`config.mk`:
```
export PLATFORM = sky130hd
export DESIGN_NAME = sdspi_cmd_engine
export DESIGN_NICKNAME = d
export VERILOG_FILES = /design/src/rtl/sdspi_pkg.sv /design/src/rtl/sdspi_frame_gen.sv /design/src/rtl/sdspi_poll_ctr.sv /design/src/rtl/sdspi_tail_shift.sv /design/src/rtl/sdspi_cmd_engine.sv
export SDC_FILE = /design/constraint.sdc
export NUM_CORES = 1
export LEC_CHECK = 0
export BUFFER_PORTS_ARGS = -buffer_cell sky130_fd_sc_hd__buf_2
export CAP_MARGIN = 10
export CORE_MARGIN = 5
export CORE_UTILIZATION = 59
export CTS_CLUSTER_DIAMETER = 50
export CTS_CLUSTER_SIZE = 20
export DETAILED_ROUTE_END_ITERATION = 10
export HOLD_SLACK_MARGIN = 0.03
export PLACE_DENSITY = 0.85
export SLEW_MARGIN = 10
export SYNTH_ARGS = -nofsm -noshare
export SYNTH_HDL_FRONTEND = slang
export SYNTH_SLANG_ARGS = --single-unit
```
`constraint.sdc`:
```
create_clock -name clk -period 5.9 [get_ports clk]
set_input_delay 1.18 -clock clk [delete_from_list [all_inputs] [get_ports clk]]
set_output_delay 1.18 -clock clk [all_outputs]
set_load 0.02 [all_outputs]
```
`src/rtl/sdspi_pkg.sv`:
```
package sdspi_pkg;

  typedef enum logic [2:0] {
    ST_IDLE,
    ST_FRAME,
    ST_POLL,
    ST_EXTRA,
    ST_TRAIL
  } sd_state_e;

  localparam logic [7:0] FILL_BYTE = 8'hFF;
  localparam logic [2:0] FRAME_LAST = 3'd5;

  // Byte number pos (0..5) of the command frame.
  function automatic logic [7:0] frame_byte(input logic [5:0] idx,
                                            input logic [31:0] arg,
                                            input logic [2:0] pos,
                                            input logic [7:0] crc_dflt,
                                            input logic [7:0] crc_if8);
    logic [7:0] b;
    case (pos)
      3'd0:    b = {2'b01, idx};
      3'd1:    b = arg[31:24];
      3'd2:    b = arg[23:16];
      3'd3:    b = arg[15:8];
      3'd4:    b = arg[7:0];
      3'd5:    b = (idx == 6'd8) ? crc_if8 : crc_dflt;
      default: b = FILL_BYTE;
    endcase
    return b;
  endfunction

  // A response byte is recognised by a clear top bit.
  function automatic logic resp_valid(input logic [7:0] b);
    return ~b[7];
  endfunction

endpackage

```
`src/rtl/sdspi_frame_gen.sv`:
```
module sdspi_frame_gen
  import sdspi_pkg::*;
#(
  parameter logic [7:0] CRC_DFLT = 8'h95,
  parameter logic [7:0] CRC_IF8  = 8'h87
) (
  input  logic [5:0]  idx,
  input  logic [31:0] arg,
  input  logic [2:0]  pos,
  output logic [7:0]  byte_o
);
  always_comb byte_o = frame_byte(idx, arg, pos, CRC_DFLT, CRC_IF8);
endmodule

```
`src/rtl/sdspi_poll_ctr.sv`:
```
module sdspi_poll_ctr #(
  parameter int LIMIT = 5000,
  localparam int CW   = $clog2(LIMIT + 1)
) (
  input  logic          clk,
  input  logic          rst_n,
  input  logic          clr,
  input  logic          inc,
  output logic [CW-1:0] cnt,
  output logic          last
);
  always_ff @(posedge clk or negedge rst_n) begin
    if (!rst_n)    cnt <= '0;
    else if (clr)  cnt <= '0;
    else if (inc)  cnt <= cnt + 1'b1;
  end
  // The poll being counted now would be poll number LIMIT.
  assign last = (cnt == CW'(LIMIT - 1));
endmodule

```
`src/rtl/sdspi_tail_shift.sv`:
```
module sdspi_tail_shift #(
  parameter int NB = 4,
  localparam int W = 8 * NB
) (
  input  logic         clk,
  input  logic         rst_n,
  input  logic         clr,
  input  logic         shift,
  input  logic [7:0]   din,
  output logic [W-1:0] q
);
  always_ff @(posedge clk or negedge rst_n) begin
    if (!rst_n)      q <= '0;
    else if (clr)    q <= '0;
    else if (shift)  q <= {q[W-9:0], din};
  end
endmodule

```
`src/rtl/sdspi_cmd_engine.sv`:
```
module sdspi_cmd_engine
  import sdspi_pkg::*;
#(
  parameter int         POLL_LIMIT = 5000,
  parameter int         EXTRA_MAX  = 4,
  parameter logic [7:0] CRC_DFLT   = 8'h95,
  parameter logic [7:0] CRC_IF8    = 8'h87,
  localparam int        EW         = $clog2(EXTRA_MAX + 1),
  localparam int        CW         = $clog2(POLL_LIMIT + 1),
  localparam int        XW         = 8 * EXTRA_MAX
) (
  input  logic          clk,
  input  logic          rst_n,
  input  logic          start,
  input  logic [5:0]    cmd_idx,
  input  logic [31:0]   cmd_arg,
  input  logic [EW-1:0] extra_cnt,
  input  logic          keep_sel,
  output logic          busy,
  output logic          done,
  output logic          timeout,
  output logic [7:0]    resp,
  output logic          r1_idle,
  output logic          r1_illegal,
  output logic          r1_crc_err,
  output logic [XW-1:0] extra_data,
  output logic          cs_n,
  output logic          spi_req,
  output logic [7:0]    spi_tx,
  input  logic          spi_ack,
  input  logic [7:0]    spi_rx
);

  sd_state_e     state;
  logic [2:0]    pos;
  logic [5:0]    lat_cmd;
  logic [31:0]   lat_arg;
  logic [EW-1:0] lat_extra, rem;
  logic          lat_keep;
  logic          cs_q, req_q, done_q, tmo_q;
  logic [7:0]    tx_q, resp_q;

  // Named internal events.
  logic          accept, rx_ok, poll_miss, poll_giveup, extra_shift;
  logic [CW-1:0] poll_cnt;
  logic          poll_last;
  logic [5:0]    f_idx;
  logic [31:0]   f_arg;
  logic [2:0]    f_pos;
  logic [7:0]    f_byte;
  logic [EW-1:0] extra_clamped;

  assign accept      = start && (state == ST_IDLE);
  assign rx_ok       = resp_valid(spi_rx);
  assign poll_miss   = (state == ST_POLL) && spi_ack && !rx_ok;
  assign poll_giveup = poll_miss && poll_last;
  assign extra_shift = (state == ST_EXTRA) && spi_ack;
  assign extra_clamped = (extra_cnt > EW'(EXTRA_MAX)) ? EW'(EXTRA_MAX) : extra_cnt;

  // On accept, the first frame byte comes from the ports directly.
  assign f_idx = accept ? cmd_idx : lat_cmd;
  assign f_arg = accept ? cmd_arg : lat_arg;
  assign f_pos = accept ? 3'd0 : pos + 3'd1;

  sdspi_frame_gen #(.CRC_DFLT(CRC_DFLT), .CRC_IF8(CRC_IF8)) u_frame (
    .idx(f_idx), .arg(f_arg), .pos(f_pos), .byte_o(f_byte)
  );

  sdspi_poll_ctr #(.LIMIT(POLL_LIMIT)) u_poll (
    .clk(clk), .rst_n(rst_n), .clr(accept), .inc(poll_miss),
    .cnt(poll_cnt), .last(poll_last)
  );

  sdspi_tail_shift #(.NB(EXTRA_MAX)) u_tail (
    .clk(clk), .rst_n(rst_n), .clr(accept), .shift(extra_shift),
    .din(spi_rx), .q(extra_data)
  );

  always_ff @(posedge clk or negedge rst_n) begin
    if (!rst_n) begin
      state     <= ST_IDLE;
      pos       <= '0;
      lat_cmd   <= '0;
      lat_arg   <= '0;
      lat_extra <= '0;
      lat_keep  <= 1'b0;
      rem       <= '0;
      cs_q      <= 1'b1;
      req_q     <= 1'b0;
      tx_q      <= FILL_BYTE;
      done_q    <= 1'b0;
      tmo_q     <= 1'b0;
      resp_q    <= FILL_BYTE;
    end else begin
      req_q  <= 1'b0;
      done_q <= 1'b0;
      unique case (state)
        ST_IDLE: if (accept) begin
          lat_cmd   <= cmd_idx;
          lat_arg   <= cmd_arg;
          lat_extra <= extra_clamped;
          lat_keep  <= keep_sel;
          tmo_q     <= 1'b0;
          pos       <= '0;
          cs_q      <= 1'b0;
          req_q     <= 1'b1;
          tx_q      <= f_byte;
          state     <= ST_FRAME;
        end
        ST_FRAME: if (spi_ack) begin
          req_q <= 1'b1;
          if (pos == FRAME_LAST) begin
            tx_q  <= FILL_BYTE;
            state <= ST_POLL;
          end else begin
            tx_q <= f_byte;
            pos  <= pos + 3'd1;
          end
        end
        ST_POLL: if (spi_ack) begin
          if (rx_ok) begin
            resp_q <= spi_rx;
            if (lat_extra != '0) begin
              rem   <= lat_extra;
              req_q <= 1'b1;
              tx_q  <= FILL_BYTE;
              state <= ST_EXTRA;
            end else if (lat_keep) begin
              done_q <= 1'b1;
              state  <= ST_IDLE;
            end else begin
              cs_q  <= 1'b1;
              req_q <= 1'b1;
              tx_q  <= FILL_BYTE;
              state <= ST_TRAIL;
            end
          end else if (poll_giveup) begin
            resp_q <= FILL_BYTE;
            tmo_q  <= 1'b1;
            cs_q   <= 1'b1;
            req_q  <= 1'b1;
            tx_q   <= FILL_BYTE;
            state  <= ST_TRAIL;
          end else begin
            req_q <= 1'b1;
            tx_q  <= FILL_BYTE;
          end
        end
        ST_EXTRA: if (spi_ack) begin
          rem <= rem - 1'b1;
          if (rem != EW'(1)) begin
            req_q <= 1'b1;
            tx_q  <= FILL_BYTE;
          end else if (lat_keep) begin
            done_q <= 1'b1;
            state  <= ST_IDLE;
          end else begin
            cs_q  <= 1'b1;
            req_q <= 1'b1;
            tx_q  <= FILL_BYTE;
            state <= ST_TRAIL;
          end
        end
        ST_TRAIL: if (spi_ack) begin
          done_q <= 1'b1;
          state  <= ST_IDLE;
        end
        default: state <= ST_IDLE;
      endcase
    end
  end

  assign busy       = (state != ST_IDLE);
  assign done       = done_q;
  assign timeout    = tmo_q;
  assign resp       = resp_q;
  assign r1_idle    = resp_q[0] & ~tmo_q;
  assign r1_illegal = resp_q[2] & ~tmo_q;
  assign r1_crc_err = resp_q[3] & ~tmo_q;
  assign cs_n       = cs_q;
  assign spi_req    = req_q;
  assign spi_tx     = tx_q;

endmodule

```
==> results.txt, run 1 <==
- From synthesis to final layout, the design area changed by 20.6%.
- The core region is 9200 µm².
- Number of buffers inserted for hold repair after clock tree synthesis: 0
* Worst max-slew margin expressed relative to the limit: between 20% and 30%
- Clock tree from TritonCTS: done
- Share of cells above drive strength 1: approximately a quarter
* Number of detailed-route iterations in the first pass: 5
- Post-synth design cell area: around 5600 µm²
* Slew at the pin closest to its max-slew limit: 1.19 ns
* Via count: ~4800
- Largest net degree at the start of global routing: between 70 and 80
- Antenna cells: 0
- Height of the die: around 110 µm
* Maximum fanout along the worst path: 23
* Post-cts repair resize count: 0
* Leakage component of the power: 3.31 nW
- Summing the areas of all fa, ha and maj instances in the mapped netlist gives 1.13% of the synthesized area.
* Met3 routed WL: between 1000 and 1500 µm
- CTS sink count: about 120
* Residual overflow from global routing: 0
- Global routing used about 26% of the available tracks across all layers.
- After Yosys synthesis, XOR and XNOR cells account for approximately 1.9% of the synthesized area.
* Number of routed nets with antenna violations: 0
- Share of the clock period used by the worst path: 57.0%
- Async set-or-reset flop fraction in the synthesized netlist: 100%
- Post-synthesis mux area share: 2.50%
- The initial antenna violation count is 0.
* Leading register cell type out of synthesis: dfrtp_1
* Fraction of the mapped netlist area in simple logic gates: 19.6%
- Largest buffer count on any clock path: 2
- After routing the design area is around 6700 µm².
- In the final routing, the length of wire on met1 measures about 5800 µm.
- Quantity of I/O buffers inserted on ports: between 100 and 150
* CP required: approximately 4.7 ns
- The tool flagged a number of max-cap violations equal to 0.
* Die X-Extent: approximately 110 µm
* Outcome: finished, final reports clean
- The cell sitting at the root of the clock tree is a clkbuf_8.
- RSZ-0062 raised after global routing: no
* Syn. warnings: 0
- In the final design database the tool counted around 740 nets.
- Insertion delay of the later-clocked pin in the worst-skew pair: between 0.5 and 0.6 ns
- Cell breakdown of the critical path: clkinv_1 -> nand2_1 -> buf_2
- Yosys mapped a number of flops with a built-in enable equal to 0.
- Distinct cell type count of the synthesized netlist: between 60 and 70
* Die ar.: about 11000 µm²
- Kind of cell adding the most delay to the critical path: flip-flops
* Detailed placer's ending HPWL: approximately 9600 µm
- Compound-cell area share of the yosys netlist: 18.4%
- For this run, the register share of the synthesized area comes to 52.6%.
- Placer Congestion: roughly 0.90
- By area, the combinational part of the netlist is dominated by simple AND/OR/NAND/NOR gates.
- Summing all placed instances gives a cell area of 6130 µm².
* Gate Count Post-Synth: between 500 and 600
- The number of max-slew violations in the final report was 0.
- H-Tree Level Count: 4
- Timing would allow up to roughly 0.30 GHz.
- Clock-pin slew was measured on the worst setup and hold paths at about 0.060 ns.
* Placed cells: ~770
* Flip-flop and latch count after synthesis: roughly 120
- 110 I/O pins were placed.
* Number of remaining DRC errors: 0
- Buffers added to address setup during post-CTS repair amount to 0.
- Once layout is complete, the cells apart from fillers number 800.
- Cell at the slowest stage of the critical path: dfrtp_1
- CTS Buf Count: 17
* Power per standard cell area: between 500 and 600 nW/µm²
* Critical Path AT: approximately 2.2 ns
- The clock arrives with about 0.012 ns of skew.
* Nature of the critical path startpoint: register
- Detailed route wirelength on metal2: 6850 µm
- Topmost layer with routed signal wires: met4
- Detailed-route wire length: 14200 µm
* Final hold violation count: 0
* Wire per inst: around 18 µm
- STA classifies the critical path endpoint as an output pin.
- Average via count per standard cell: roughly 6
* Net Count, Synth: around 640
* Largest voltage drop on the vdd net: 0.294 mV
- After routing, the total negative slack on setup checks comes to 0 ns.
* Initial Utilization: approximately three fifths
- First-pass GRT wire length: approximately 23000 µm
* Count of endpoints failing setup in the final report: 0
* Via count of the first global-routing pass: 4740
- The worst setup path is of the reg2out kind.
* Critical Path Max Stage Delay: ~0.84 ns
- Starting DRT DRC Count: 489
- Total number of placement rows: 35
- The average instance in the mapped netlist occupies slightly below 10 µm².
- Together, buffers and inverters on the worst path number 2.
- After layout, the minimum clock period comes to 3.36 ns.
- Class of the worst hold path: reg2reg
[synth_stat cells, drive strengths merged, types with 6 or more instances]
cell type | instances | area (µm²)
nand3 | 11 | 55.1
a21oi | 21 | 105
xnor2 | 9 | 78.8
a22o | 32 | 280
dfstp | 17 | 447
clkbuf | 16 | 60.1
o21ai | 31 | 155
nor4 | 6 | 37.5
nor2 | 30 | 113
nor3 | 12 | 65.1
dfrtp | 99 | 2480
mux2i | 9 | 90.1
o22a | 7 | 61.3
inv | 17 | 63.8
nand2 | 146 | 548
buf | 16 | 90.1
[worst register-to-register path, delay by kind of cell (launching register included)]
kind,cells,cell delay [ns]
flip-flops,1,0.79
AO/OA/AOI/OAI,3,0.94
adder cells (fa/ha/maj),1,0.39
XOR/XNOR,1,0.79
AND/OR/NAND/NOR,1,0.09
[cells in the final DEF (no fill, tap or decap), types with 11 or more instances in the layout]
master,count
clkbuf_16,16
nor3_1,11
nand3_1,11
nand2_1,146
o21ai_0,27
dfstp_2,17
dfrtp_1,99
inv_1,16
a21oi_1,21
buf_2,108
nor2_1,28
a22o_1,32
[cell families after synthesis]
family          count (synthesis)
simple gates                  239
compound gates                141
flops                         116
buf+inv                        50
mux                            13
xor+xnor                       12
fa+ha+maj                       5
[routing by layer]
layer,vias up,track usage [%]
li1,2240,-
met1,2320,32.9
met2,238,41.8
met3,38,5.72
met4,0,10.2
met5,-,0
[flip-flops by register name (all words and copies together) (netlist names), 3 cells and up]
| name | flops |
|---|---|
| lat_arg | 32 |
| lat_cmd | 6 |
| lat_extra | 3 |
| pos | 3 |
| rem | 3 |
| resp | 8 |
| spi_tx | 8 |
| state | 3 |
| u_poll.cnt | 13 |
| u_tail.q | 32 |
[path summary, 6_finish.rpt]
path                            depth (start not counted)                        end  slack [ns]                 start
max in group asynchronous                               2    lat_arg[25]$_DFFE_PN0N_        3.96                 rst_n
min in group asynchronous                               1  u_poll.cnt[0]$_DFFE_PN0P_        0.66                 rst_n
worst min register to register                          2           cs_n$_DFFE_PN1P_        0.47      cs_n$_DFFE_PN1P_
worst min-delay path                                    2           cs_n$_DFFE_PN1P_        0.47      cs_n$_DFFE_PN1P_
worst max register to register                          6      spi_tx[5]$_DFFE_PN1P_        2.83    pos[0]$_DFFE_PN0P_
worst max-delay path                                    3                       busy        2.54  state[1]$_DFFE_PN0P_
[power by group]
part | internal [mW] | switching (mW) | leakage, nW
registers | 1.11 | 0.255 | 1.48
clock network | 0.579 | 0.412 | 0.279
logic | 0.486 | 0.821 | 1.54
total | 2.17 | 1.49 | 3.31
[stage by stage]
stage / setup slack (ns) / util, % / power (mW) / hold slack, ns
floorplan: 3.30 / - / 2.26 / 0.438
global placement: 2.55 / 66.7 / 2.60 / 0.457
detailed placement: 2.42 / 66.7 / 2.65 / 0.460
CTS: 2.57 / 72.9 / 3.66 / 0.470
global route: 2.43 / 72.9 / 3.88 / 0.478
finish: 2.54 / 72.9 / 3.66 / 0.470
[layout make-up]
| cell class | instances | area [µm²] |
|---|---|---|
| repair buffers | 113 | 578 |
| fillers | 642 | 2490 |
| inverters | 18 | 67.6 |
| clock buffers | 17 | 414 |
| clock inverters | 15 | 160 |
| well taps | 111 | 139 |
| flip-flops and latches | 116 | 2920 |
| multi-input cells | 410 | 2420 |
Power figures use the tool's default switching activity.
==> inputs of run 2 (changes only) <==
- CORE_UTILIZATION: 59 -> 50
- PLACE_DENSITY: 0.85 -> 0.76
- clock period: 5.9 -> 2.8 ns (I/O delays scaled with it)
==> run 2 against run 1 <==
Compared with the run above:
- clock power rose to 2.5 times the previous value
- routed wire length rose by 3.4%
- clock-buffer cell count rose by 7
- via count fell by 0.19%
- worst setup slack got worse by 2.2 ns
- core utilization fell by 9.1 points
- sequential power rose by 110%
- sequential cell count did not move
- largest cell class unchanged
- largest power group is now combinational logic
==> results.txt, run 2 (same netlist as run 1, synthesis figures left out) <==
* Outcome: finished, final reports clean (unchanged)
- The total power draw came to 8.21 mW (was 3.66 mW).
- The wire length of the first global-routing pass is 24100 µm (was 23200 µm).
* Placer Congestion: 0.939 (was 0.900)
- Average via count per standard cell: 5.75 (was 6.05)
* Worst max-slew margin expressed relative to the limit: 51.0% (was 20.6%)
- CTS Buf Count: 17 (unchanged)
* Clock transition at the registers of the reported paths: 0.06 ns (about the same)
- Total number of placement rows: 38 (was 35)
* Critical Path AT: 1.94 ns (was 2.18 ns)
- Die ar.: 13300 µm² (was 11500 µm²)
* Number of routed nets with antenna violations: 0 (unchanged)
* Maximum clock frequency: 0.400 GHz
* Maximum fanout along the worst path: 23 (unchanged)
* Switching fraction of total power: 37.0% (was 40.7%)
- RSZ-0062 raised after global routing: no (unchanged)
- Pre-CTS worst setup slack: 0.443 ns (was 2.42 ns)
* Quantity of I/O buffers inserted on ports: 109 (unchanged)
- Pint: 5.17 mW (was 2.17 mW)
- GR met3 Demand/Resource: 6.58% (was 5.72%)
- The post-route DRC violation count was 0 (unchanged).
- Largest net degree at the start of global routing: 60 (was 74)
- Sequential power share: 34.1% (was 37.2%)
- Cell at the slowest stage of the critical path: dfrtp_1 (unchanged)
* H-Tree Level Count: 4 (unchanged)
- The max capacitance violation total was 0 (unchanged).
- The switching power summed over all nets came to 3.03 mW (was 1.49 mW).
* Critical setup path kind: reg2out (unchanged)
- Via count: 4827 (was 4836)
- The area of placed instances is 6260 µm² (was 6130 µm²).
* Nature of the critical path startpoint: register (unchanged)
* Final number of max-transition violations: 0 (unchanged)
- The number of antenna cells inserted was 0 (unchanged).
* Top flop regs: lat_arg (32), u_tail.q (32), u_poll.cnt (13) (unchanged)
* Commonest non-fill, non-tap cell in the layout: nand2_1 (unchanged)
- Share of cells above drive strength 1: 26.9% (was 26.0%)
- The clock skew after layout came to 0.00802 ns (was 0.0120 ns).
- Number of setup buffers added after CTS: 0 (unchanged)
- The area of the core was 10900 µm² (was 9200 µm²).
- Met1 layer usage reported by global route: 31.3% (was 32.9%)
- The number of nets in the finished design came to 745 (was 735).
* Category of the worst setup path capture point: output pin (unchanged)
- The number of placed I/O pins came to 110 (unchanged).
- Height of the die: 115 µm (was 107 µm)
* Class of the worst hold path: in2async (was reg2reg)
* Final Instance Count excl. Fillers: 839 (was 800)
- CTS sink count: 116 (unchanged)
- Largest voltage drop on the vdd net: 0.599 mV (was 0.294 mV)
- The number of placed instances with taps included came to 807 (was 768).
* Layout overhead on the synthesized area: 25.0% (was 20.6%)
* Post-route worst hold slack: 0.104 ns (was 0.470 ns)
- The routing layer with the top usage in global route is met2 (unchanged).
- The finished layout cell area was 6950 µm² (was 6710 µm²).
- The per-cell routed wire length is 17.4 µm (was 17.7 µm).
* Power per standard cell area: 1180 nW/µm² (was 545 nW/µm²)
- Residual overflow from global routing: 0 (unchanged)
- The met2 track utilization from global routing came to 35.8% (was 41.8%).
- Clock network fraction of design power: 30.6% (was 27.1%)
- Final hold violation count: 0 (unchanged)
* Clock tree from TritonCTS: done (unchanged)
- Detailed-route wire length: 14600 µm (was 14200 µm)
- Logic gate share of total power: 35.3% (was 35.7%)
- Starting DRT DRC Count: 475 (was 489)
- The worst path in the final design needs a cycle of between 2 and 2.5 ns, including I/O delays and setup.
- The transition time at the pin with the least slew margin was 0.735 ns (was 1.19 ns).
- The HPWL after detailed placement came to 10100 µm (was 9640 µm).
* Critical Path Max Stage Delay: 0.79 ns (was 0.84 ns)
- The global routing usage summed across all routing layers was 23.2% (was 25.5%).
- The initial cell density of the core was 51.1% (was 60.5%).
- Count of endpoints failing setup in the final report: 0 (unchanged)
- Highest-count cells in the layout ignoring fill and taps: 146 x nand2_1, 108 x buf_2, 99 x dfrtp_1 (unchanged).
* Die X-Extent: 115 µm (was 107 µm)
- Leakage component of the power: 3.42 nW (was 3.31 nW)
* Post-route core utilization: 63.8% (was 72.9%)
- The buffer depth of the longest clock path was 2 (unchanged).
- Post-cts repair resize count: 0 (unchanged)
* Cell breakdown of the critical path: clkinv_1 -> buf_4 -> nand2_1 -> buf_2 (was clkinv_1 -> nand2_1 -> buf_2)
- The number of detailed-routing iterations run before antenna repair is 5 (unchanged).
- The initial antenna violation count was 0 (unchanged).
- Setup TNS: 0 ns (unchanged)
- Layout filler cell count: 881 (was 642)
- Share of the clock period used by the worst path: 89.3%
* Clock root buffer: clkbuf_8 (unchanged)
- CP required: 2.24 ns (was 4.72 ns)
- The final setup slack of the worst path came to 0.301 ns (was 2.54 ns).
- Number of buffers inserted for hold repair after clock tree synthesis: 0 (unchanged)
- Insertion delay of the later-clocked pin in the worst-skew pair: 0.52 ns (about the same)
- Via count of the first global-routing pass: 4782 (was 4740)
## run 2: cell types whose count changed in the layout (fill, tap and decap cells not counted), sizes merged
cell      previous run  this run
clkbuf              17        24
buf                113       123
bufinv               1         6
inv                 28        17
clkinvlp             2         1
## run 2: worst paths after layout
check / startpoint / end / slack (ns) / depth (start not counted)
worst min-delay path: rst_n / u_tail.q[15]$_DFFE_PN0P_ / 0.10 / 1
worst min register to register: resp[7]$_DFFE_PN1P_ / resp[7]$_DFFE_PN1P_ / 0.47 / 2
max in group asynchronous: rst_n / lat_arg[26]$_DFFE_PN0N_ / 1.96 / 2
worst max register to register: state[1]$_DFFE_PN0P_ / spi_tx[2]$_DFFE_PN1P_ / 0.42 / 5
worst max-delay path: state[1]$_DFFE_PN0P_ / busy / 0.30 / 4
min in group clk: cmd_arg[1] / lat_arg[1]$_DFFE_PN0N_ / 0.23 / 3
## run 2: layer usage
| layer | routed length, µm | vias up |
|---|---|---|
| li1 | - | 2261 |
| met3 | 1130 | 25 |
| met2 | 6950 | 194 |
| met5 | 0 | - |
| met1 | 6310 | 2347 |
| met4 | 249 | 0 |
## run 2: worst max-delay path, delay by kind of cell (launching register included)
kind / cells / cell delay, ns
DFF: 1 / 0.79
buffers and inverters: 3 / 0.56
and+or+nand+nor: 1 / 0.07
## run 2: layout make-up
| class | instances | area [µm²] | share of cell area (%) |
|---|---|---|---|
| flip-flops and latches | 116 | 2920 | 42.1 |
| multi-input cells | 410 | 2420 | 34.9 |
| repair buffers | 123 | 666 | 9.58 |
| clock buffers | 24 | 500 | 7.20 |
| clock inverters | 8 | 193 | 2.77 |
| well taps | 140 | 175 | 2.52 |
| inverters | 18 | 67.6 | 0.972 |
## run 2: power by group through the flow
stage / clock, mW / combinational (mW) / sequential (mW)
2_1_floorplan: 0 / 1.83 / 2.92
3_3_place_gp: 0 / 2.79 / 2.79
3_5_place_dp: 0 / 2.85 / 2.81
4_1_cts: 2.54 / 2.90 / 2.79
5_1_grt: 2.64 / 3.19 / 2.88
6_report: 2.51 / 2.90 / 2.80
==> inputs of run 3 (changes only) <==
- PLACE_DENSITY: 0.76 -> 0.74
==> run 3 against run 2 <==
Compared with the run above:
- critical path depth is 2 higher
- combinational power hardly changed
- non-clock buffer count is 2 higher
- clock skew is 0.0054 ns higher
- register-to-register slack better by 0.11 ns
- critical endpoint is now u_poll.cnt[11]$_DFFE_PN0P_
- largest cell class unchanged
==> results.txt, run 3 (same netlist as run 1, synthesis figures left out) <==
* Outcome: finished, final reports clean (unchanged)
- The final routed wirelength across all metal layers was 14600 µm (about the same).
- The post-cts repair resize count was 0 (unchanged).
* Critical Path AT: 2.67 ns (was 1.94 ns)
- Number of routed nets with antenna violations: 0 (unchanged)
- Setup ws final: 0.532 ns (was 0.301 ns)
- The fill cell total of the finished layout came to 894 (was 881).
* Leakage component of the power: 3.35 nW (was 3.42 nW)
- Largest buffer count on any clock path: 2 (unchanged)
* Maximum fanout along the worst path: 16 (was 23)
- The worst-skew pair later-pin latency is 0.52 ns (about the same).
- The die height was 115 µm (unchanged).
- Category of the worst setup path capture point: register (was output pin)
- Class of the worst hold path: in2async (unchanged)
- RSZ-0062 raised after global routing: no (unchanged).
- The post-CTS setup-driven buffer insertion count is 0 (unchanged).
- The post-synthesis to final-layout area growth came to 22.6% (was 25.0%).
- The number of global-route vias before repair came to 4749 (was 4782).
- Largest net degree at the start of global routing: 49 (was 60)
* Count of endpoints failing setup in the final report: 0 (unchanged)
- The count of non-filler cells in the finished layout came to 840 (was 839).
- Initial Utilization: 51.1% (unchanged)
- The clock root buffer master is clkbuf_8 (unchanged).
- Clock tree from TritonCTS: done (unchanged)
- The largest vdd supply drop is 0.586 mV (was 0.599 mV).
* Total number of placement rows: 38 (unchanged)
* Placed cells: 809 (was 807)
- The area of the core is 10900 µm² (unchanged).
* Placer Congestion: 0.905 (was 0.939)
* Quantity of I/O buffers inserted on ports: 109 (unchanged)
* Share of cells above drive strength 1: 27.1% (was 26.9%)
- Max-cap check violation count: 0 (unchanged)
- Top flop regs: lat_arg (32), u_tail.q (32), u_poll.cnt (13) (unchanged).
- Setup slack of the worst register-to-register path: 0.53 ns (was 0.42 ns)
- The transition time at the pin with the least slew margin is 0.719 ns (was 0.735 ns).
* Nature of the critical path startpoint: register (unchanged)
* Setup TNS: 0 ns (unchanged)
- The number of hold violations in the final report came to 0 (unchanged).
* CTS Buf Count: 17 (unchanged)
- The routed via count divided by cell count came to 5.78 (was 5.75).
* Power per standard cell area: 1130 nW/µm² (was 1180 nW/µm²)
- The most frequent standard cell in the layout excluding fill and tap cells was nand2_1 (unchanged).
* Final number of max-transition violations: 0 (unchanged)
- Number of nets in the finished design: 747 (was 745)
* Residual overflow from global routing: 0 (unchanged)
- The area of placed instances is 6270 µm² (was 6260 µm²).
- The number of detailed-routing iterations run before antenna repair was 5 (unchanged).
- Wire per inst: 17.3 µm (was 17.4 µm)
- The startpoint of the most critical register-to-register path is state[0]$_DFFE_PN0P_ (was state[1]$_DFFE_PN0P_).
- Antenna cells: 0 (unchanged)
* Gr usage total: 22.6% (was 23.2%)
- CTS sink count: 116 (unchanged)
- First-pass GRT wire length: 23800 µm (was 24100 µm)
* Number of buffers inserted for hold repair after clock tree synthesis: 0 (unchanged)
- The number of placed I/O pins came to 110 (unchanged).
- The total power draw was 7.70 mW (was 8.21 mW).
- Detailed placer's ending HPWL: 10200 µm (was 10100 µm)
- The endpoint of the worst register-to-register path is u_poll.cnt[11]$_DFFE_PN0P_ (was spi_tx[2]$_DFFE_PN1P_).
- The maximum level of the CTS H-tree came to 4 (unchanged).
- The initial antenna violation count came to 0 (unchanged).
- The violation count after the first detailed-routing iteration was 470 (was 475).
- Share of the clock period used by the worst path: 81.0% (was 89.3%)
* R2r worst-path depth: 6 (was 5)
* Clock skew: 0.0134 ns (was 0.00802 ns)
- The finished layout cell area is 6820 µm² (was 6950 µm²).
- The die width is 115 µm (unchanged).
* Final critical delay including setup and external delays: 2.27 ns (was 2.50 ns)
- The relative max-transition margin is 52.1% (was 51.0%).
- Clock transition at the registers of the reported paths: 0.06 ns (about the same)
- The minimum setup slack after placement is 0.509 ns (was 0.443 ns).
- The post-route DRC violation count is 0 (unchanged).
- Highest-count cells in the layout ignoring fill and taps: 146 x nand2_1, 108 x buf_2, 99 x dfrtp_1 (unchanged).
- The detailed-route via count is 4854 (was 4827).
* Die ar.: 13300 µm² (unchanged)
- CP required: 3.20 ns (was 2.24 ns)
* Maximum clock frequency: 0.441 GHz (was 0.400 GHz)
- Critical setup path kind: reg2reg (was reg2out)
==> run 3: cell types whose count changed in the layout (fill, tap and decap cells not counted), sizes merged <==
cell / change
inv: +3
clkinvlp: +2
buf: +2
clkbuf: -7
clkinv: +6
bufinv: -5
==> run 3: critical path, stage by stage (launching register included) <==
cell     delay [ns]
dfrtp_1        0.56
nor4b_4        0.50
buf_4          0.30
a21oi_1        0.16
nor4_1         0.42
xnor2_1        0.17
nor2_1         0.05
==> run 3: area by class of cell <==
class / instances / area [µm²] / area share, %
multi-input cells: 410 / 2420 / 35.6
repair buffers: 125 / 681 / 9.99
well taps: 140 / 175 / 2.57
flip-flops and latches: 116 / 2920 / 42.9
clock inverters: 14 / 131 / 1.93
inverters: 18 / 67.6 / 0.991
clock buffers: 17 / 414 / 6.08
==> run 3: worst max-delay path by stage <==
stage                     cells past startpoint            startpoint                          to  slack [ns]
after floorplan                               7    pos[0]$_DFFE_PN0P_       spi_tx[5]$_DFFE_PN1P_        0.80
after global placement                        7                 start  u_poll.cnt[11]$_DFFE_PN0P_        0.57
after detailed placement                      7                 start  u_poll.cnt[11]$_DFFE_PN0P_        0.51
after CTS                                     4  state[1]$_DFFE_PN0P_                        busy        0.53
after global routing                          6  state[1]$_DFFE_PN0P_       spi_tx[2]$_DFFE_PN1P_        0.29
final                                         6  state[0]$_DFFE_PN0P_  u_poll.cnt[11]$_DFFE_PN0P_        0.53
==> run 3: power by group <==
| group | switching, mW | internal (mW) | leakage (nW) | total, mW |
|---|---|---|---|---|
| Sequential | 0.480 | 2.33 | 1.48 | 2.81 |
| Clock | 0.814 | 1.18 | 0.262 | 1.99 |
| Combinational | 1.81 | 1.09 | 1.61 | 2.89 |
==> run 3: routing by layer <==
metal	part of all wire [%]	GRT usage, %
met5	0	0
met4	2.5	9.86
met3	8.2	5.43
met2	46	34.7
met1	43	30.7
==> run 3: per-stage QoR <==
stage / utilization, % / hold slack (ns)
5_1_grt: 62.6 / 0.0940
3_5_place_dp: 57.6 / 0.458
3_3_place_gp: 57.6 / 0.451
2_1_floorplan: - / 0.264
6_report: 62.6 / 0.0555
4_1_cts: 62.6 / 0.0655
